===== src/rtl/sof_frame_tracker.sv =====
module sof_frame_tracker #(
  parameter int FRAME_CLKS = 12000,
  parameter int PULSE_W    = 12,
  parameter int FN_W       = 11
) (
  input  logic            clk,
  input  logic            rst_n,
  input  logic            sof_stb,
  input  logic [FN_W-1:0] sof_frame,
  input  logic            pin_en,
  input  logic            trig_en,
  input  logic [1:0]      eopf_sel,
  input  logic            clr_sof_irq,
  input  logic            clr_eopf_irq,
  output logic            sof_irq,
  output logic            eopf_irq,
  output logic [FN_W-1:0] frame_num,
  output logic            sof_pin,
  output logic            sof_trig
);
  localparam int CW = $clog2(FRAME_CLKS + 1);
  localparam int PW = $clog2(PULSE_W + 1);
  localparam logic [CW-1:0] FRAME_END = CW'(FRAME_CLKS);
  localparam logic [CW-1:0] THR80 = CW'(FRAME_CLKS * 80 / 100);
  localparam logic [CW-1:0] THR85 = CW'(FRAME_CLKS * 85 / 100);
  localparam logic [CW-1:0] THR90 = CW'(FRAME_CLKS * 90 / 100);
  localparam logic [CW-1:0] THR95 = CW'(FRAME_CLKS * 95 / 100);

  logic [CW-1:0] elapsed;
  logic [PW-1:0] pulse_cnt;
  logic [1:0]    sel_q;
  logic [CW-1:0] thr;
  logic          pulse_on;
  logic          eopf_hit;

  always_comb begin
    case (sel_q)
      2'd0:    thr = THR80;
      2'd1:    thr = THR85;
      2'd2:    thr = THR90;
      default: thr = THR95;
    endcase
  end

  assign pulse_on = (pulse_cnt != '0);
  assign eopf_hit = !sof_stb && (elapsed == thr);
  assign sof_pin  = pulse_on && pin_en;
  assign sof_trig = pulse_on && trig_en;

  always_ff @(posedge clk) begin
    if (!rst_n) begin
      elapsed   <= FRAME_END;
      pulse_cnt <= '0;
      sel_q     <= 2'd0;
      frame_num <= '0;
      sof_irq   <= 1'b0;
      eopf_irq  <= 1'b0;
    end else begin
      if (sof_stb) begin
        elapsed   <= '0;
        pulse_cnt <= PW'(PULSE_W);
        sel_q     <= eopf_sel;
        frame_num <= sof_frame;
        sof_irq   <= 1'b1;
      end else begin
        if (elapsed != FRAME_END) elapsed <= elapsed + 1'b1;
        if (pulse_on) pulse_cnt <= pulse_cnt - 1'b1;
        if (clr_sof_irq) sof_irq <= 1'b0;
      end
      if (eopf_hit) eopf_irq <= 1'b1;
      else if (clr_eopf_irq) eopf_irq <= 1'b0;
    end
  end

  p_sof_sets_r1: assert property (@(posedge clk) disable iff (!rst_n)
    sof_stb |=> sof_irq);
  p_sof_clear_r1: assert property (@(posedge clk) disable iff (!rst_n)
    (clr_sof_irq && !sof_stb) |=> !sof_irq);
  p_fn_latch_r2: assert property (@(posedge clk) disable iff (!rst_n)
    sof_stb |=> (frame_num == $past(sof_frame)));
  p_pulse_start_r3: assert property (@(posedge clk) disable iff (!rst_n)
    sof_stb |=> pulse_on);
  p_elapsed_sat_r6: assert property (@(posedge clk) disable iff (!rst_n)
    elapsed <= FRAME_END);
  p_eopf_clear_r7: assert property (@(posedge clk) disable iff (!rst_n)
    (clr_eopf_irq && !eopf_hit) |=> !eopf_irq);
endmodule


===== config.mk =====
export PLATFORM = sky130hd
export DESIGN_NAME = sof_frame_tracker
export DESIGN_NICKNAME = d
export VERILOG_FILES = /design/src/rtl/sof_frame_tracker.sv
export SDC_FILE = /design/constraint.sdc
export NUM_CORES = 1
export LEC_CHECK = 0
export ABC_AREA = 1
export ABC_CLOCK_PERIOD_IN_PS = 2110
export CORE_MARGIN = 2
export CORE_UTILIZATION = 53
export DETAILED_ROUTE_END_ITERATION = 8
export HOLD_SLACK_MARGIN = 0.1
export PLACE_DENSITY = 0.88
export SLEW_MARGIN = 20
export SYNTH_ARGS = -nofsm -noshare
export SYNTH_HDL_FRONTEND = slang
export SYNTH_SLANG_ARGS = --single-unit

===== constraint.sdc =====
create_clock -name clk -period 2.11 [get_ports clk]
set_clock_uncertainty 0.15 [all_clocks]
set_input_delay 0.5275 -clock clk [delete_from_list [all_inputs] [get_ports clk]]
set_output_delay 0.5275 -clock clk [all_outputs]
set_load 0.01 [all_outputs]

======== Yosys cells after proc, flatten, opt, wreduce, memory -nomap -nowiden ========
Cells that the tools add are included.
cells by class
  add/subtract/negate cells ............... 2
  eq/ne operators ......................... 4
  mux-type cells .......................... 9
  bitwise logic cells ..................... 1
  reduce and logical (&&, ||, !) cells .... 11
operator list
  operator                 count
  $pmux W12 S3             1
  $mux W14                 2
  $add A14 B1 Y14 const B  1
  $eq A14 B14 Y1           1
  $ne A14 B14 Y1 const B   1
  $mux W4                  2
  $reduce_bool A2 Y1       4
  $mux W1                  4
  $reduce_bool A4 Y1       1
  $sub A4 B1 Y4 const B    1
  $logic_and A1 B1 Y1      3
  $eq A2 B1 Y1 const B     1
  $eq A2 B2 Y1 const B     1
  $logic_not A2 Y1         1
  $reduce_or A2 Y1         1
  $logic_not A1 Y1         1
  $not A1 Y1               1
word-level totals
  register bits after elaboration ......... 33
  input bits .............................. 20
  output and inout bits ................... 15
  word-level logic and storage cells ...... 35

======== Logic depth before layout (Yosys ltp) ========
Gate-level depths: netlist of the first run.
  word-level depth ........................ 5
  gate-level depth with buffers ........... 9
  depth with buffers taken out ............ 9

======== Worst setup path after synthesis of the first run ========
No wires, ideal clock.
  path type ............................... flip-flop to output port
  start point ............................. reg pulse_cnt[0]
  end point ............................... out sof_pin
  arrival ................................. 0.902 ns
  data required time ...................... 1.432 ns
  slack ................................... 0.531 ns
  cell stages (with the launch flop) ...... 6
  buffers on the path ..................... 0
  path through ............................ dfxtp_1 inv_1 ha_1 nand2_1 nor2_1 nor2_1
between the ends
  cells in the longest elaborated chain, start to end .. 2
RTL lines
  element                 RTL line  RTL
  from (decl)             30        logic [PW-1:0] pulse_cnt;
  from (signal assigned)  61        pulse_cnt <= PW'(PULSE_W);
  from (signal assigned)  67        if (pulse_on) pulse_cnt <= pulse_cnt - 1'b1;
  $reduce_bool A4 Y1      45        assign pulse_on = (pulse_cnt != '0);
  $logic_and A1 B1 Y1     47        assign sof_pin = pulse_on && pin_en;
  to (decl)               18        output logic sof_pin,
No other way between the ends.

======== Worst setup path after layout of the first run ========
  start point ............................. reg pulse_cnt[0]
  end point ............................... out sof_trig
between the ends
  cells in the longest elaborated chain, start to end .. 2
RTL lines
  element              RTL line  RTL
  $reduce_bool A4 Y1   45
  $logic_and A1 B1 Y1  48        assign sof_trig = pulse_on && trig_en;
  to (decl)            19        output logic sof_trig
No other way between the ends.

==> results of run 1 <==
metal layers:
metal,wire [µm],GRT usage,vias up
li1,-,-,821
met4,85,0.101,0
met2,1610,0.373,46
met1,1600,0.287,681
met5,0,0,-
met3,272,0.0917,9
cells in the mapped netlist:
cell	n	share of area
a21oi_1	15	0.047
a31oi_1	1	0.0039
buf_1	1	0.0023
buf_2	1	0.0031
buf_4	1	0.0047
clkbuf_1	1	0.0023
clkbuf_2	1	0.0031
dfxtp_1	33	0.41
ha_1	6	0.047
inv_1	32	0.075
inv_2	1	0.0023
nand2_1	47	0.11
nand2_2	3	0.012
nand3_1	9	0.028
nand3_2	1	0.0062
nand4_1	2	0.0078
nor2_1	47	0.11
nor2_2	1	0.0039
nor2_4	2	0.014
nor3_1	1	0.0031
nor3_2	1	0.0062
o21ai_0	21	0.065
o21ai_1	4	0.012
o21ai_2	1	0.0055
or3_1	1	0.0039
xnor2_1	1	0.0055
xor2_1	1	0.0055
per-stage QoR:
| step | cell area, µm² | setup TNS, ps | setup WS (ps) | hold slack, ps | util |
|---|---|---|---|---|---|
| 3_5_place_dp | 2000 | -426 | -218 | 309 | 0.706 |
| 3_3_place_gp | 2000 | -410 | -206 | 301 | 0.706 |
| 2_1_floorplan | 1610 | 0 | 531 | 303 | - |
| 4_1_cts | 2100 | 0 | 25.1 | 330 | 0.741 |
| 6_report | 2090 | 0 | 146 | 324 | 0.737 |
| 5_1_grt | 2090 | 0 | 53.8 | 347 | 0.737 |
area by class of cell:
cell class,count,area share
repair buffers,40,0.180
flip-flops and latches,33,0.317
multi-input cells,165,0.385
clock buffers,7,0.0264
clock inverters,1,0.0144
well taps,31,0.0186
inverters,33,0.0594
registers in the layout, indices dropped and copies added, names as in the netlist:
signal	flops
sof_irq	1
sel_q	2
eopf_irq	1
elapsed	14
frame_num	11
pulse_cnt	4
final timing paths:
path / slack, ps / startpoint / endpoint
worst max register to register: 590 / elapsed[0]$_SDFFE_PP0N_ / elapsed[6]$_SDFFE_PN1P_
worst max-delay path: 150 / pulse_cnt[0]$_SDFFE_PP0N_ / sof_trig
worst min register to register: 320 / sof_irq$_SDFFE_PN0P_ / sof_irq$_SDFFE_PN0P_
worst min-delay path: 320 / sof_irq$_SDFFE_PN0P_ / sof_irq$_SDFFE_PN0P_
cell families after synthesis:
logic type | Yosys count | share of synthesized area
compound gates | 42 | 0.134
flops | 33 | 0.411
xor+xnor | 2 | 0.0109
simple gates | 115 | 0.305
fa+ha+maj | 6 | 0.0467
buf+inv | 38 | 0.0927
repair_timing:
item	in CTS	in global routing
pin swaps	1	1
cloned	0	0
setup endpoints to repair	2	2
gates resized for setup	8	2
buffers inserted	1	0
tightest hold or removal path, delay by kind of cell (launching register included):
family          cells  cell delay (ps)
flops               1              330
simple gates        1               60
compound gates      1               50
power by group:
part	switching (mW)	internal [mW]	leakage, nW
Clock	0.209	0.283	0.0455
Combinational	0.121	0.124	0.638
Sequential	0.0296	0.660	0.274
Total	0.360	1.07	0.957
==> impl_metrics.csv, run 1 <==
group,metric,value,unit
timing,relSlewSlack,0.784,
yosys,syn-instance-count,236,
job,max-cap-violations,0,
clock_tree,cts_hold_buf,0,
timing,final-setup-viol-count,0,
power_and_ir_drop,finalPower,1.43,mW
clock_tree,cts_sinks,33,
timing,worst_slew_pin_slew,324,ps
routing,drc,0,
clock_tree,path_clk_slew,100,ps
setup_path,crit_type,"register to output port",
setup_path,reg2reg_depth,8,
power_and_ir_drop,total_leakage_power,0.957,nW
cells_and_area,nets,304,
routing,viasPerCell,5.02,
clock_tree,cts_root_buf,"clkbuf_4",
routing,wl,3.57,mm
timing,hold_violations,0,
setup_path,critPathBufInv,2,
routing,drt_iter0_drc,71,
place,place_inst,301,
setup_path,path_depth,6,
setup_path,cp_max_fo,4,
die,io_pins,35,
yosys,synth_area,1610,µm²
routing,vias,1557,
setup_path,crit_path_cell_trace,"inv_2 > ha_2 > nand2_1 > nor2_2 > nor2_1 > clkbuf_2",
die,start_util,0.568,
global_routing,grt_overflow,0,
clock_tree,cts_made_buffers,5,
cells_and_area,diodes,0,
global_routing,grt_max_degree,21,
min_path,min_path_type,"register to register",
cells_and_area,final_common_cell,"nand2_1",
global_routing,grt_antenna_before_repair,0,
min_path,whs_path_depth,2,
setup_path,max_stage_delay,320,ps
cells_and_area,seq_area,661,µm²
clock_tree,cts_buffer_depth,2,
yosys,ys_ff_latch,33,
clock_tree,clk_latency,330,ps
place,dp_hpwl,2.63,mm
timing,period_share,0.931,
die,dieWidth,59.1,µm
power_and_ir_drop,p_per_area,684,nW/µm²
yosys,yosys_warnings,0,
global_routing,grt_pass1_wl,6.23,mm
place,gp_congestion,0.834,
setup_path,end_kind,"output port",
cells_and_area,fillers,222,
timing,rsz0062_at_grt,"false",
setup_path,crit_family,"flip-flops",
setup_path,arrival,1290,ps
setup_path,crit_required,1430,ps
routing,dr.pass1.iters,4,
routing,post_drt_wl_per_cell,11.5,µm
timing,timing.fmax,509,MHz
power_and_ir_drop,irDropWorstVdd,0.606,mV
cells_and_area,final_cells,310,
cells_and_area,multi_input_area,802,µm²
die,fp.dieH,59.1,µm
timing,min_period,1960,ps
status,status,"finished clean",
die,core_area,2830,µm²
global_routing,grt_pass1_vias,1495,
die,row_count,19,
setup_path,crit_slowest_cell,"dfxtp_1",
setup_path,cp-start-kind,"register",
cells_and_area,syn_to_final_growth,29.8,%
yosys,seq_area_frac_synth,0.411,
place,port_buffers,34,
global_routing,grt_usage,0.237,
cells_and_area,drive_above_1_share,0.104,
timing,slew_violations,0,
routing,ant_nets,0,
yosys,synth_area_per_cell,6.81,µm²
clock_tree,cts_tree,"done",
cells_and_area,layout_common_cells,"nand2_1, nor2_1, dfxtp_1",
yosys,syn_nets,262,
clock_tree,htree_levels,2,
yosys,ys_types,27,
die,die_area,3490,µm²
(Power assumes the default switching activity.)
==> run 2, diff against run 1 <==
--- a/config.mk
+++ b/config.mk
@@ -10,6 +10,7 @@
 export CORE_MARGIN = 2
 export CORE_UTILIZATION = 53
 export DETAILED_ROUTE_END_ITERATION = 8
+export GPL_TIMING_DRIVEN = 0
 export HOLD_SLACK_MARGIN = 0.1
 export PLACE_DENSITY = 0.88
 export SLEW_MARGIN = 20
==> run 2 against run 1 <==
Net effect: core utilization decreased by 0.088 points; critical path depth stayed put; sequential share of layout area increased by 0.098 points; critical path type unchanged; critical endpoint unchanged.
==> impl_metrics.csv, run 2 (synthesis results as in run 1) <==
group,metric,value,unit
status,status,"finished clean",
setup_path,end_kind,"output port",
setup_path,crit_type,"register to output port",
die,dieWidth,59.1,µm
power_and_ir_drop,irDropWorstVdd,0.557,mV
power_and_ir_drop,switchingPower,0.385,mW
routing,viasPerCell,5.09,
cells_and_area,fillers,224,
global_routing,grt_max_degree,12,
cells_and_area,final_cells,310,
setup_path,arrival,1300,ps
place,pre_cts_slack,-229,ps
timing,slew_violations,0,
clock_tree,path_clk_slew,110,ps
die,row_count,19,
clock_tree,cts_hold_buf,0,
power_and_ir_drop,total_leakage_power,0.949,nW
die,fp.dieH,59.1,µm
timing,fin_ws,131,ps
setup_path,cp_max_fo,3,
power_and_ir_drop,p_comb_frac,0.168,
place,dp_hpwl,2.80,mm
die,io_pins,35,
place,place_inst,301,
routing,post_drt_wl_per_cell,11.8,µm
setup_path,r2r-start,"sel_q[0]$_SDFFE_PN0P_",
global_routing,grt_antenna_before_repair,0,
clock_tree,cts_root_buf,"clkbuf_4",
timing,timing.fmax,505,MHz
setup_path,reg2reg_depth,9,
cells_and_area,utilization,0.736,
routing,top_layer_used,"met4",
timing,fin_setup_tns,0,ps
place,gp_congestion,0.910,
routing,wl,3.66,mm
routing,routed-wl-met3,274,µm
die,start_util,0.568,
setup_path,cp-start-kind,"register",
clock_tree,cts_tree,"done",
clock_tree,cts_sinks,33,
timing,worst_slew_pin_slew,405,ps
routing,wl_met2,1.76,mm
power_and_ir_drop,p_seq_frac,0.477,
cells_and_area,largest_reg_flops,14,
cells_and_area,reg_top3,"elapsed: 14 flops, frame_num: 11 flops, pulse_cnt: 4 flops",
die,die_area,3490,µm²
routing,drt_iter0_drc,67,
cells_and_area,syn_to_final_growth,29.7,%
routing,dr.pass1.iters,4,
setup_path,crit_end,"sof_trig",
cells_and_area,layout_common_cells,"nor2_1, nand2_1, dfxtp_1, clkdlybuf4s50_1, inv_1",
timing,final-setup-viol-count,0,
setup_path,crit_required,1430,ps
global_routing,grt_overflow,0,
setup_path,r2r_slack,580,ps
place,port_buffers,34,
timing,period_share,0.938,
timing,hold_violations,0,
clock_tree,htree_levels,2,
timing,rsz0062_at_grt,"false",
clock_tree,clk_latency,350,ps
routing,ant_nets,0,
power_and_ir_drop,swShare,0.266,
setup_path,reg2reg_to,"eopf_irq$_SDFFE_PN0P_",
power_and_ir_drop,p_int,1.06,mW
clock_tree,cts_made_buffers,5,
cells_and_area,diodes,0,
power_and_ir_drop,finalPower,1.45,mW
setup_path,cp-startpoint,"pulse_cnt[1]$_SDFFE_PP0N_",
timing,relSlewSlack,0.730,
cells_and_area,top_register,"elapsed",
cells_and_area,drive_above_1_share,0.100,
global_routing,grt_pass1_wl,6.43,mm
min_path,min_path_type,"register to register",
global_routing,grt_usage,0.243,
timing,min_period,1980,ps
routing,vias,1579,
clock_tree,cts_buffer_depth,2,
job,max-cap-violations,0,
power_and_ir_drop,p_per_area,694,nW/µm²
cells_and_area,nets,304,
routing,wl_met1,1.58,mm
power_and_ir_drop,clkPwrFrac,0.356,
die,core_area,2830,µm²
global_routing,grt_pass1_vias,1541,
routing,drc,0,
-- run 2: changes by cell type in the layout (fill, tap and decap cells not counted), sizes merged --
| cell | change |
|---|---|
| buf | -1 |
| clkinvlp | +1 |
-- run 2: per-stage QoR --
stage,hold WS (ps),instance area [µm²]
finish,321,2080
global route,346,2080
CTS,321,2090
detailed placement,303,1990
global placement,297,1990
floorplan,303,1610
-- run 2: what timing repair did --
action / in CTS / in global routing
buffers inserted: 1 / 0
gates resized for setup: 8 / 4
endpoints found under the setup margin: 2 / 2
cloned: 0 / 0
pin swaps: 1 / 0
-- run 2: final cells by class --
| cell class | instances | area [µm²] | area share |
|---|---|---|---|
| Sequential cell | 33 | 662 | 0.318 |
| Clock inverter | 2 | 37.5 | 0.0180 |
| Buffer | 5 | 25.0 | 0.0120 |
| Inverter | 33 | 124 | 0.0595 |
| Tap cell | 31 | 38.8 | 0.0186 |
| Multi-Input combinational cell | 165 | 807 | 0.387 |
| Timing Repair Buffer | 35 | 338 | 0.162 |
| Clock buffer | 6 | 51.3 | 0.0246 |
-- run 2: critical path, stage by stage (launching register included) --
cell and delay (ps):
dfxtp_1 310, inv_1 80, ha_1 170, nand2_2 90, nor2_4 120, nor2_1 50, buf_2 130
-- run 2: how the worst min path moves through the flow --
stage	end	slack (ps)	cells past startpoint	startpoint
2_1_floorplan	pulse_cnt[1]$_SDFFE_PP0N_	300	2	pulse_cnt[1]$_SDFFE_PP0N_
3_3_place_gp	sof_irq$_SDFFE_PN0P_	300	2	sof_irq$_SDFFE_PN0P_
3_5_place_dp	sof_irq$_SDFFE_PN0P_	300	2	sof_irq$_SDFFE_PN0P_
4_1_cts	sof_irq$_SDFFE_PN0P_	320	2	sof_irq$_SDFFE_PN0P_
5_1_grt	eopf_irq$_SDFFE_PN0P_	350	2	eopf_irq$_SDFFE_PN0P_
6_report	sof_irq$_SDFFE_PN0P_	320	2	sof_irq$_SDFFE_PN0P_
-- run 2: layer usage --
layer,track usage,vias up
met4,0.0877,0
met3,0.0917,8
li1,-,824
met2,0.432,44
met1,0.263,703
met5,0,-
-- run 2: power groups by stage --
stage	registers, mW	clock network (mW)	logic (mW)
detailed placement	0.702	0	0.236
floorplan	0.704	0	0.124
CTS	0.689	0.519	0.244
global placement	0.700	0	0.228
global route	0.695	0.546	0.275
finish	0.690	0.515	0.242
==> run 3, diff against run 2 <==
--- a/config.mk
+++ b/config.mk
@@ -10,9 +10,11 @@
 export CORE_MARGIN = 2
 export CORE_UTILIZATION = 53
 export DETAILED_ROUTE_END_ITERATION = 8
+export GPL_ROUTABILITY_DRIVEN = 0
 export GPL_TIMING_DRIVEN = 0
 export HOLD_SLACK_MARGIN = 0.1
 export PLACE_DENSITY = 0.88
+export RECOVER_POWER = 50
 export SLEW_MARGIN = 20
 export SYNTH_ARGS = -nofsm -noshare
 export SYNTH_HDL_FRONTEND = slang
==> run 3 against run 2 <==
Net effect: first-iteration DRC count shrank 15%; via count fell by 0.57%; worst setup slack about the same; sequential share of layout area up 0.13 points; critical path type unchanged.
==> impl_metrics.csv, run 3 (synthesis results as in run 1) <==
group,metric,value,unit
clock_tree,cts_sinks,33,
power_and_ir_drop,total_leakage_power,0.948,nW
status,status,"finished clean",
place,pre_cts_slack,-229,ps
routing,viasPerCell,5.06,
min_path,hold_start,"sof_irq$_SDFFE_PN0P_",
place,port_buffers,34,
setup_path,cp_max_fo,3,
cells_and_area,diodes,0,
setup_path,arrival,1300,ps
timing,rsz0062_at_grt,"false",
timing,period_share,0.938,
timing,timing.fmax,505,MHz
cells_and_area,design_area,2070,µm²
power_and_ir_drop,p_seq_frac,0.478,
clock_tree,clk_latency,350,ps
place,place_area,1990,µm²
power_and_ir_drop,swShare,0.265,
power_and_ir_drop,clkPwrFrac,0.355,
power_and_ir_drop,p_per_area,696,nW/µm²
timing,fin_ws,131,ps
global_routing,grt_overflow,0,
cells_and_area,fillers,227,
cells_and_area,nets,304,
routing,dr.pass1.iters,5,
cells_and_area,top_register,"elapsed",
min_path,min_to,"sof_irq$_SDFFE_PN0P_",
setup_path,end_kind,"output port",
min_path,whs_path_depth,2,
power_and_ir_drop,p_int,1.06,mW
die,fp.dieH,59.1,µm
setup_path,cp-start-kind,"register",
die,dieWidth,59.1,µm
routing,drt_iter0_drc,57,
cells_and_area,final_common_cell,"nor2_1",
global_routing,grt_max_degree,12,
cells_and_area,multi_input_area,800,µm²
timing,fin_setup_tns,0,ps
timing,hold_violations,0,
routing,drc,0,
timing,relSlewSlack,0.719,
clock_tree,htree_levels,2,
cells_and_area,reg_top3,"elapsed: 14 flops, frame_num: 11 flops, pulse_cnt: 4 flops",
die,row_count,19,
timing,min_period,1980,ps
setup_path,r2r_slack,560,ps
min_path,min_path_type,"register to register",
place,dp_hpwl,2.80,mm
routing,wl,3.66,mm
global_routing,grt_pass1_vias,1541,
job,max-cap-violations,0,
clock_tree,path_clk_slew,110,ps
die,die_area,3490,µm²
routing,post_drt_wl_per_cell,11.8,µm
routing,ant_nets,0,
setup_path,reg2reg_depth,8,
die,io_pins,35,
clock_tree,cts_buffer_depth,2,
cells_and_area,layout_common_cells,"nor2_1, nand2_1, inv_1, dfxtp_1, clkdlybuf4s50_1",
timing,slew_violations,0,
clock_tree,cts_root_buf,"clkbuf_4",
clock_tree,cts_tree,"done",
setup_path,r2r-start,"elapsed[0]$_SDFFE_PP0N_",
timing,final-setup-viol-count,0,
cells_and_area,largest_reg_flops,14,
power_and_ir_drop,switchingPower,0.383,mW
setup_path,reg2reg_to,"elapsed[10]$_SDFFE_PN1P_",
routing,vias,1570,
clock_tree,cts_made_buffers,5,
cells_and_area,seq_area,662,µm²
setup_path,crit_type,"register to output port",
setup_path,crit_required,1430,ps
cells_and_area,utilization,0.733,
power_and_ir_drop,p_comb_frac,0.167,
cells_and_area,syn_to_final_growth,29.1,%
global_routing,grt_pass1_wl,6.43,mm
global_routing,grt_usage,0.243,
place,place_inst,301,
cells_and_area,drive_above_1_share,0.0896,
timing,worst_slew_pin_slew,422,ps
cells_and_area,final_cells,310,
power_and_ir_drop,irDropWorstVdd,0.553,mV
global_routing,grt_antenna_before_repair,0,
die,core_area,2830,µm²
die,start_util,0.568,
-- run 3: cell count changes in the layout (fill, tap and decap cells not counted), sizes merged --
cell,previous run,this run
buf,5,3
dlygate4sd3,0,2
clkdlybuf4s50,32,30
clkbuf,9,11
-- run 3: area by class of cell --
| type | instances | area share |
|---|---|---|
| Multi-Input combinational cell | 165 | 0.385 |
| Sequential cell | 33 | 0.319 |
| Timing Repair Buffer | 35 | 0.163 |
| Inverter | 33 | 0.0597 |
| Clock buffer | 6 | 0.0247 |
| Tap cell | 31 | 0.0187 |
| Clock inverter | 2 | 0.0181 |
| Buffer | 5 | 0.0115 |
-- run 3: critical path: stages, from the launching register on --
cell     delay, ps
dfxtp_1        310
inv_1           80
ha_1           170
nand2_2         90
nor2_4         120
nor2_1          50
buf_2          130
-- run 3: worst max path at each step --
| stage | from | endpoint | cells after the start |
|---|---|---|---|
| 2_1_floorplan | pulse_cnt[0]$_SDFFE_PP0N_ | sof_pin | 5 |
| 3_3_place_gp | pin_en | sof_pin | 4 |
| 3_5_place_dp | trig_en | sof_trig | 4 |
| 4_1_cts | pulse_cnt[0]$_SDFFE_PP0N_ | sof_trig | 6 |
| 5_1_grt | pulse_cnt[1]$_SDFFE_PP0N_ | sof_trig | 6 |
| 6_report | pulse_cnt[1]$_SDFFE_PP0N_ | sof_trig | 6 |
-- run 3: power groups by stage --
| stage | Combinational (mW) | Sequential, mW | Clock, mW |
|---|---|---|---|
| 6_report | 0.241 | 0.690 | 0.513 |
| 5_1_grt | 0.274 | 0.695 | 0.546 |
| 4_1_cts | 0.244 | 0.689 | 0.519 |
| 3_5_place_dp | 0.236 | 0.702 | 0 |
| 3_3_place_gp | 0.228 | 0.700 | 0 |
| 2_1_floorplan | 0.124 | 0.704 | 0 |
-- run 3: timing repair --
action                                  CTS  global route
resized for setup                         8             4
hold buffers                              0             0
endpoints found under the hold margin     0             0
endpoints found under the setup margin    2             2
pin swaps                                 1             0
buffers inserted                          1             0
-- run 3: routing by layer --
| metal | routed length, µm | up-vias | track usage |
|---|---|---|---|
| met5 | 0 | - | 0 |
| met4 | 53 | 0 | 0.0877 |
| met3 | 288 | 8 | 0.0917 |
| met2 | 1760 | 42 | 0.432 |
| met1 | 1560 | 693 | 0.263 |
| li1 | - | 827 | - |
-- run 3: stage by stage --
stage	total power, mW	hold slack (ps)
final	1.44	319
after global routing	1.51	346
after CTS	1.45	321
after detailed placement	0.938	303
after global placement	0.929	297
after floorplan	0.828	303
